File: src/rtl/eirq_pkg.sv
package eirq_pkg;
    localparam int unsigned OFS_FLAGS = 0;
    localparam int unsigned OFS_WAKE  = 1;
    localparam int unsigned OFS_MODE  = 2;
    localparam int unsigned OFS_POL   = 3;

    typedef enum logic {
        TRIG_LEVEL = 1'b0,
        TRIG_EDGE  = 1'b1
    } trig_e;
endpackage

File: src/rtl/eirq_sync.sv
module eirq_sync #(
    parameter int unsigned NCH    = 3,
    parameter int unsigned STAGES = 2
) (
    input  logic           clk,
    input  logic           rst_n,
    input  logic [NCH-1:0] pin_i,
    output logic [NCH-1:0] sync_o,
    output logic           valid_o
);
    localparam int unsigned PRIME_W = STAGES + 1;

    typedef struct packed {
        logic [STAGES-1:0][NCH-1:0] pipe;
        logic [PRIME_W-1:0]         prime;
    } sync_s;

    sync_s sync_d, sync_q;

    always_comb begin
        sync_d = sync_q;
        sync_d.pipe[0]  = pin_i;
        sync_d.prime[0] = 1'b1;
        for (int st = 1; st < int'(STAGES); st++) begin
            sync_d.pipe[st] = sync_q.pipe[st-1];
        end
        for (int pb = 1; pb < int'(PRIME_W); pb++) begin
            sync_d.prime[pb] = sync_q.prime[pb-1];
        end
    end

    always_ff @(posedge clk or negedge rst_n) begin
        if (!rst_n) sync_q <= '0;
        else        sync_q <= sync_d;
    end

    assign sync_o  = sync_q.pipe[STAGES-1];
    assign valid_o = sync_q.prime[PRIME_W-1];

    p_valid_sticky_r1: assert property (@(posedge clk) disable iff (!rst_n)
        valid_o |=> valid_o);
endmodule

File: src/rtl/eirq_channel.sv
module eirq_channel
    import eirq_pkg::*;
(
    input  logic  clk,
    input  logic  rst_n,
    input  logic  sync_i,
    input  logic  valid_i,
    input  trig_e mode_i,
    input  logic  pol_i,
    input  logic  clr_i,
    output logic  flag_o
);
    typedef struct packed {
        logic prev;
        logic flag;
    } chan_s;

    chan_s ch_d, ch_q;
    logic  at_active;
    logic  lvl_hit;
    logic  edge_hit;

    always_comb begin
        at_active = (sync_i == pol_i) && valid_i;
        lvl_hit   = at_active && (mode_i == TRIG_LEVEL);
        edge_hit  = at_active && (mode_i == TRIG_EDGE) && (ch_q.prev != pol_i);
        ch_d      = ch_q;
        ch_d.prev = sync_i;
        ch_d.flag = (ch_q.flag && !(clr_i && !lvl_hit)) || lvl_hit || edge_hit;
    end

    always_ff @(posedge clk or negedge rst_n) begin
        if (!rst_n) ch_q <= '0;
        else        ch_q <= ch_d;
    end

    assign flag_o = ch_q.flag;

    p_level_sets_r3: assert property (@(posedge clk) disable iff (!rst_n)
        lvl_hit |=> flag_o);
    p_edge_sets_r4: assert property (@(posedge clk) disable iff (!rst_n)
        edge_hit |=> flag_o);
    p_sticky_r5: assert property (@(posedge clk) disable iff (!rst_n)
        (flag_o && !clr_i) |=> flag_o);
    p_clear_refused_r6: assert property (@(posedge clk) disable iff (!rst_n)
        (clr_i && lvl_hit) |=> flag_o);
endmodule

File: src/rtl/eirq_pd_gate.sv
module eirq_pd_gate #(
    parameter int unsigned NCH = 3
) (
    input  logic           clk,
    input  logic           rst_n,
    input  logic           pd_req_i,
    input  logic [NCH-1:0] flags_i,
    input  logic [NCH-1:0] wake_en_i,
    output logic           pd_active_o,
    output logic           pd_reject_o,
    output logic           wake_o
);
    typedef struct packed {
        logic active;
        logic reject;
    } pd_s;

    pd_s  pd_d, pd_q;
    logic any_flag;
    logic wake_src;

    always_comb begin
        any_flag  = |flags_i;
        wake_src  = |(flags_i & wake_en_i);
        pd_d      = pd_q;
        pd_d.reject = pd_req_i && !pd_q.active && any_flag;
        if (pd_q.active) pd_d.active = !wake_src;
        else             pd_d.active = pd_req_i && !any_flag;
    end

    always_ff @(posedge clk or negedge rst_n) begin
        if (!rst_n) pd_q <= '0;
        else        pd_q <= pd_d;
    end

    assign pd_active_o = pd_q.active;
    assign pd_reject_o = pd_q.reject;
    assign wake_o      = pd_q.active && wake_src;

    p_refuse_r8: assert property (@(posedge clk) disable iff (!rst_n)
        (pd_req_i && !pd_active_o && (flags_i != '0)) |=> (pd_reject_o && !pd_active_o));
    p_enter_r8: assert property (@(posedge clk) disable iff (!rst_n)
        (pd_req_i && !pd_active_o && (flags_i == '0)) |=> pd_active_o);
    p_wake_exit_r9: assert property (@(posedge clk) disable iff (!rst_n)
        wake_o |=> !pd_active_o);
    p_masked_stay_r10: assert property (@(posedge clk) disable iff (!rst_n)
        (pd_active_o && ((flags_i & wake_en_i) == '0)) |=> pd_active_o);
endmodule

File: src/rtl/ext_irq_wake_ctrl.sv
module ext_irq_wake_ctrl
    import eirq_pkg::*;
#(
    parameter int unsigned NCH    = 3,
    parameter int unsigned DW     = 8,
    parameter int unsigned AW     = 2,
    parameter int unsigned STAGES = 2
) (
    input  logic           clk,
    input  logic           rst_n,
    input  logic [NCH-1:0] pin_i,
    input  logic [NCH-1:0] irq_en_i,
    input  logic [AW-1:0]  addr_i,
    input  logic           wr_en_i,
    input  logic [DW-1:0]  wdata_i,
    output logic [DW-1:0]  rdata_o,
    input  logic           pd_req_i,
    output logic           pd_active_o,
    output logic           pd_reject_o,
    output logic [NCH-1:0] irq_o,
    output logic           wake_o
);
    localparam logic [AW-1:0] A_FLAGS = AW'(OFS_FLAGS);
    localparam logic [AW-1:0] A_WAKE  = AW'(OFS_WAKE);
    localparam logic [AW-1:0] A_MODE  = AW'(OFS_MODE);
    localparam logic [AW-1:0] A_POL   = AW'(OFS_POL);

    typedef struct packed {
        logic [NCH-1:0] wake_en;
        logic [NCH-1:0] mode;
        logic [NCH-1:0] pol;
    } cfg_s;

    cfg_s           cfg_d, cfg_q;
    logic [NCH-1:0] sync_w;
    logic           sync_valid;
    logic [NCH-1:0] clr_w;
    logic [NCH-1:0] flags_w;
    logic [DW-1:0]  rd_w;
    logic           unused_wdata;

    assign unused_wdata = ^wdata_i[DW-1:NCH];

    eirq_sync #(.NCH(NCH), .STAGES(STAGES)) sync_i (
        .clk     (clk),
        .rst_n   (rst_n),
        .pin_i   (pin_i),
        .sync_o  (sync_w),
        .valid_o (sync_valid)
    );

    always_comb begin
        cfg_d = cfg_q;
        clr_w = '0;
        if (wr_en_i) begin
            unique case (addr_i)
                A_FLAGS: clr_w         = wdata_i[NCH-1:0];
                A_WAKE:  cfg_d.wake_en = wdata_i[NCH-1:0];
                A_MODE:  cfg_d.mode    = wdata_i[NCH-1:0];
                A_POL:   cfg_d.pol     = wdata_i[NCH-1:0];
                default: ;
            endcase
        end
    end

    always_ff @(posedge clk or negedge rst_n) begin
        if (!rst_n) cfg_q <= '0;
        else        cfg_q <= cfg_d;
    end

    for (genvar ci = 0; ci < NCH; ci++) begin : g_chan
        eirq_channel chan_i (
            .clk     (clk),
            .rst_n   (rst_n),
            .sync_i  (sync_w[ci]),
            .valid_i (sync_valid),
            .mode_i  (trig_e'(cfg_q.mode[ci])),
            .pol_i   (cfg_q.pol[ci]),
            .clr_i   (clr_w[ci]),
            .flag_o  (flags_w[ci])
        );
    end

    eirq_pd_gate #(.NCH(NCH)) pd_i (
        .clk         (clk),
        .rst_n       (rst_n),
        .pd_req_i    (pd_req_i),
        .flags_i     (flags_w),
        .wake_en_i   (cfg_q.wake_en),
        .pd_active_o (pd_active_o),
        .pd_reject_o (pd_reject_o),
        .wake_o      (wake_o)
    );

    always_comb begin
        rd_w = '0;
        unique case (addr_i)
            A_FLAGS: rd_w[NCH-1:0] = flags_w;
            A_WAKE:  rd_w[NCH-1:0] = cfg_q.wake_en;
            A_MODE:  rd_w[NCH-1:0] = cfg_q.mode;
            A_POL:   rd_w[NCH-1:0] = cfg_q.pol;
            default: ;
        endcase
    end

    assign rdata_o = rd_w;
    assign irq_o   = flags_w & irq_en_i;

    p_wake_write_r2: assert property (@(posedge clk) disable iff (!rst_n)
        (wr_en_i && addr_i == A_WAKE) |=> (cfg_q.wake_en == $past(wdata_i[NCH-1:0])));
    p_no_flag_prime_r1: assert property (@(posedge clk) disable iff (!rst_n)
        !sync_valid |=> (flags_w == '0));
endmodule

File: config.mk
export PLATFORM = sky130hd
export DESIGN_NAME = ext_irq_wake_ctrl
export DESIGN_NICKNAME = d
export VERILOG_FILES = /design/src/rtl/eirq_pkg.sv /design/src/rtl/eirq_sync.sv /design/src/rtl/eirq_channel.sv /design/src/rtl/eirq_pd_gate.sv /design/src/rtl/ext_irq_wake_ctrl.sv
export SDC_FILE = /design/constraint.sdc
export NUM_CORES = 1
export LEC_CHECK = 0
export ABC_AREA = 0
export BUFFER_PORTS_ARGS = -buffer_cell sky130_fd_sc_hd__buf_2
export CAP_MARGIN = 20
export CORE_ASPECT_RATIO = 1.4
export CORE_MARGIN = 8
export CORE_UTILIZATION = 49
export DETAILED_ROUTE_END_ITERATION = 8
export GPL_TIMING_DRIVEN = 0
export PLACE_DENSITY_LB_ADDON = 0.2
export SLEW_MARGIN = 40
export SYNTH_ARGS = -nofsm -noshare
export SYNTH_HDL_FRONTEND = slang
export SYNTH_SLANG_ARGS = --single-unit
File: constraint.sdc
create_clock -name clk -period 1.2 [get_ports clk]
set_clock_uncertainty 0.05 [all_clocks]
set_input_delay 0.18 -clock clk [delete_from_list [all_inputs] [get_ports clk]]
set_output_delay 0.18 -clock clk [all_outputs]
set_load 0.02 [all_outputs]
==> results.cfg <==
[yosys]
netlist.area_leader.share = 0.594
synth_simple_gate_area_frac = 0.108
yosys_warnings = 0
yosysMostFrequentCell = dfrtp_1
syn-instance-count = 78
synthArstFlopShare = 1.00
synth_edf_count = 0
ys_seq_area_frac = 0.594
synth_mux_area_frac = 0.164
synth_top_family_by_area = multiplexers
synth-adder-area-share = 0
synth_area_sq_um = 1100
synthTopCellsByCount = dfrtp_1 (26), mux2_2 (9), a22o_1 (6), buf_4 (5), nand2_1 (5)
synth_ff_type = dfrtp_1
yosys-top-cells-area = dfrtp_1 (59%), mux2_2 (9.2%), mux4_1 (7.2%)
ys_types = 20
synth_xor_area_frac = 0
yosysTopAreaCell = dfrtp_1
avgSynthCellArea_sq_um = 14.1
synth-seq-cells = 26
synth_compound_area_frac = 0.0822

[timing]
worst_slack_ns = -0.455
timing.hold.ws_ns = 0.0356
finalCriticalPeriod_ns = 1.66
max_slew_margin = 0.631
rsz0062_at_grt = true
worst_slew_pin_slew_ns = 0.554
timing.final.crit_share = 1.38
hold_viol_final = 0
finalSetupViolations = 7
final_max_slew_viol_count = 0
fmax_ghz = 0.604

[routing]
ant_nets = 0
firstDrtPassIters = 4
wl_um = 2320
vias = 749
wire_per_inst_um = 16.0
drtIter0Drc = 16
drc = 0
routed_via_density = 5.17

[layout]
fillers = 159
drive_above_1_share = 0.528
stdcell_area_sq_um = 1490
syn2layout_area_growth_pct = 36.3
final_nets = 144
diodes = 0

[power_and_ir_drop]
finalPower_mw = 2.26
vdd_ir_drop_max_mv = 0.936
powerDensity_nw_per_um2 = 1510
p_leak_nw = 0.714

[place]
dp_hpwl_um = 1560
gp_congestion = 0.765
place_area_sq_um = 1240
port_buffers = 22

[clocking]
cts_tree = done
cts_root_buf = clkbuf_4
cts.sink_count = 26
cts_buffer_depth = 2
clkLatencyLatePin_ns = 0.34
numCtsBuffers = 3
clk_pin_slew_worst_paths_ns = 0.15
htreeDepth = 1

[outcome]
violations = negative setup slack
status = finished, violations left

[worst_setup_path]
crit_arrival_ns = 1.43
end_kind = primary output
r2r_end = g_chan[1].chan_i.flag_o$_DFF_PN0_
critical_path_class = register to primary output
reg2reg_from = cfg_q[1]$_DFFE_PN0P_
rrSetupSlack_ns = 0.03
required_ns = 0.97
critPathMaxFanout = 4
cp-start-kind = register
worstRegToRegCells = 3

[hold_path]
hp-class = input port to register
holdPathEnd = pd_i.pd_active_o$_DFF_PN0_
min-delay-start = pd_req_i
hold_depth = 3

[grt]
grt_remaining_overflow = 0
grt_pass1_wl_um = 3860
antenna_found_initial = 0
grt_max_degree = 27
grt.total_usage = 0.121
first_global_vias = 835

[floorplanning]
die_height_um = 72.0
ios = 34
die_w_um = 56.0
placeableCoreArea_sq_um = 2150
std_cell_rows = 20
start_util = 0.509
fp.dieArea_sq_um = 4030

[run]
max-cap-violations = 0
## repair_timing
item                                    CTS  global route
hold endpoints to repair                 29             0
cloned                                    0             0
pin swaps                                 3             8
gates resized for setup                  16            10
hold buffers                              4             0
setup buffers                             5             8
endpoints found under the setup margin    7            12
## per-layer routing
layer  vias up  GRT usage  share of wire
met1       365      0.109           0.35
met2        23      0.229           0.57
li1        356          -              -
met3         5     0.0366          0.063
met5         -          0              0
met4         0     0.0724          0.024
## sequential cells by signal, summed over array words and instances, names as in the netlist
name	cells
cfg_q	9
sync_i.valid_o	1
pd_i.pd_reject_o	1
g_chan.chan_i.flag_o	3
sync_i.sync_o	3
g_chan.chan_i.ch_q	3
sync_i.sync_d	5
pd_i.pd_active_o	1
## layout by cell type, fill, tap and decap left out
| master | Yosys | routed |
|---|---|---|
| o21ai_2 | 0 | 1 |
| dfrtp_2 | 0 | 2 |
| a21boi_0 | 3 | 3 |
| nor3_4 | 0 | 1 |
| clkbuf_4 | 0 | 3 |
| nand2_1 | 5 | 4 |
| buf_4 | 5 | 13 |
| nand3b_1 | 2 | 2 |
| nor2_1 | 3 | 3 |
| mux2_2 | 9 | 9 |
| and2_4 | 0 | 3 |
| buf_6 | 1 | 10 |
| dlygate4sd3_1 | 0 | 4 |
| a222oi_1 | 1 | 1 |
| nor3b_2 | 1 | 2 |
| nand2_2 | 0 | 1 |
| conb_1 | 2 | 6 |
| mux4_2 | 0 | 3 |
| bufinv_16 | 0 | 1 |
| nand2b_1 | 3 | 3 |
| a22o_1 | 6 | 6 |
| buf_2 | 0 | 16 |
| dfrtp_1 | 26 | 24 |
| nand3_1 | 1 | 1 |
| nor2b_1 | 1 | 1 |
## worst max path at each step
| stage | slack, ns | to | startpoint |
|---|---|---|---|
| floorplan | 0.04 | wake_o | g_chan[1].chan_i.flag_o$_DFF_PN0_ |
| global placement | -0.09 | wake_o | g_chan[1].chan_i.flag_o$_DFF_PN0_ |
| detailed placement | -0.10 | wake_o | g_chan[1].chan_i.flag_o$_DFF_PN0_ |
| CTS | -0.46 | wake_o | cfg_q[7]$_DFFE_PN0P_ |
| global route | -0.54 | wake_o | g_chan[1].chan_i.flag_o$_DFF_PN0_ |
| finish | -0.46 | rdata_o[2] | g_chan[2].chan_i.flag_o$_DFF_PN0_ |
## stage by stage
stage                     worst slack (ns)  cells  setup TNS [ns]  utilization
final                               -0.455    145           -2.25        0.694
after global routing                -0.544    145           -2.66        0.694
after CTS                           -0.462    139           -2.30        0.658
after detailed placement            -0.101    126          -0.286        0.575
after global placement             -0.0896    126          -0.255        0.575
after floorplan                     0.0375     82               0            -
## final cells by class
cell class                 count  area (sq um)  area share
timing repair buffer          37           282       0.188
sequential                    26           653       0.437
clock buffer                   3          22.5      0.0151
buffer                         6          48.8      0.0327
multi-input combinational     50           430       0.288
clock inverter                 1          30.0      0.0201
tap                           22          27.5      0.0184
## worst max-delay path: stages (launching register included)
cell and delay, ns:
dfrtp_2 0.47, mux4_2 0.47, buf_6 0.15
## cells by family (layout without fill, tap and decap cells)
family                 Yosys count  in the layout
DFF                             26             26
and+or+nand+nor                 21             21
muxes                           12             12
AOI/OAI and AO/OA               11             11
buffers and inverters            6             47
other                            2              6
## where the power goes
part | switching, mW | total (mW) | internal, mW
clock network | 0.266 | 0.604 | 0.338
registers | 0.0922 | 1.07 | 0.981
logic | 0.239 | 0.584 | 0.346
Power figures use the tool's default switching activity.
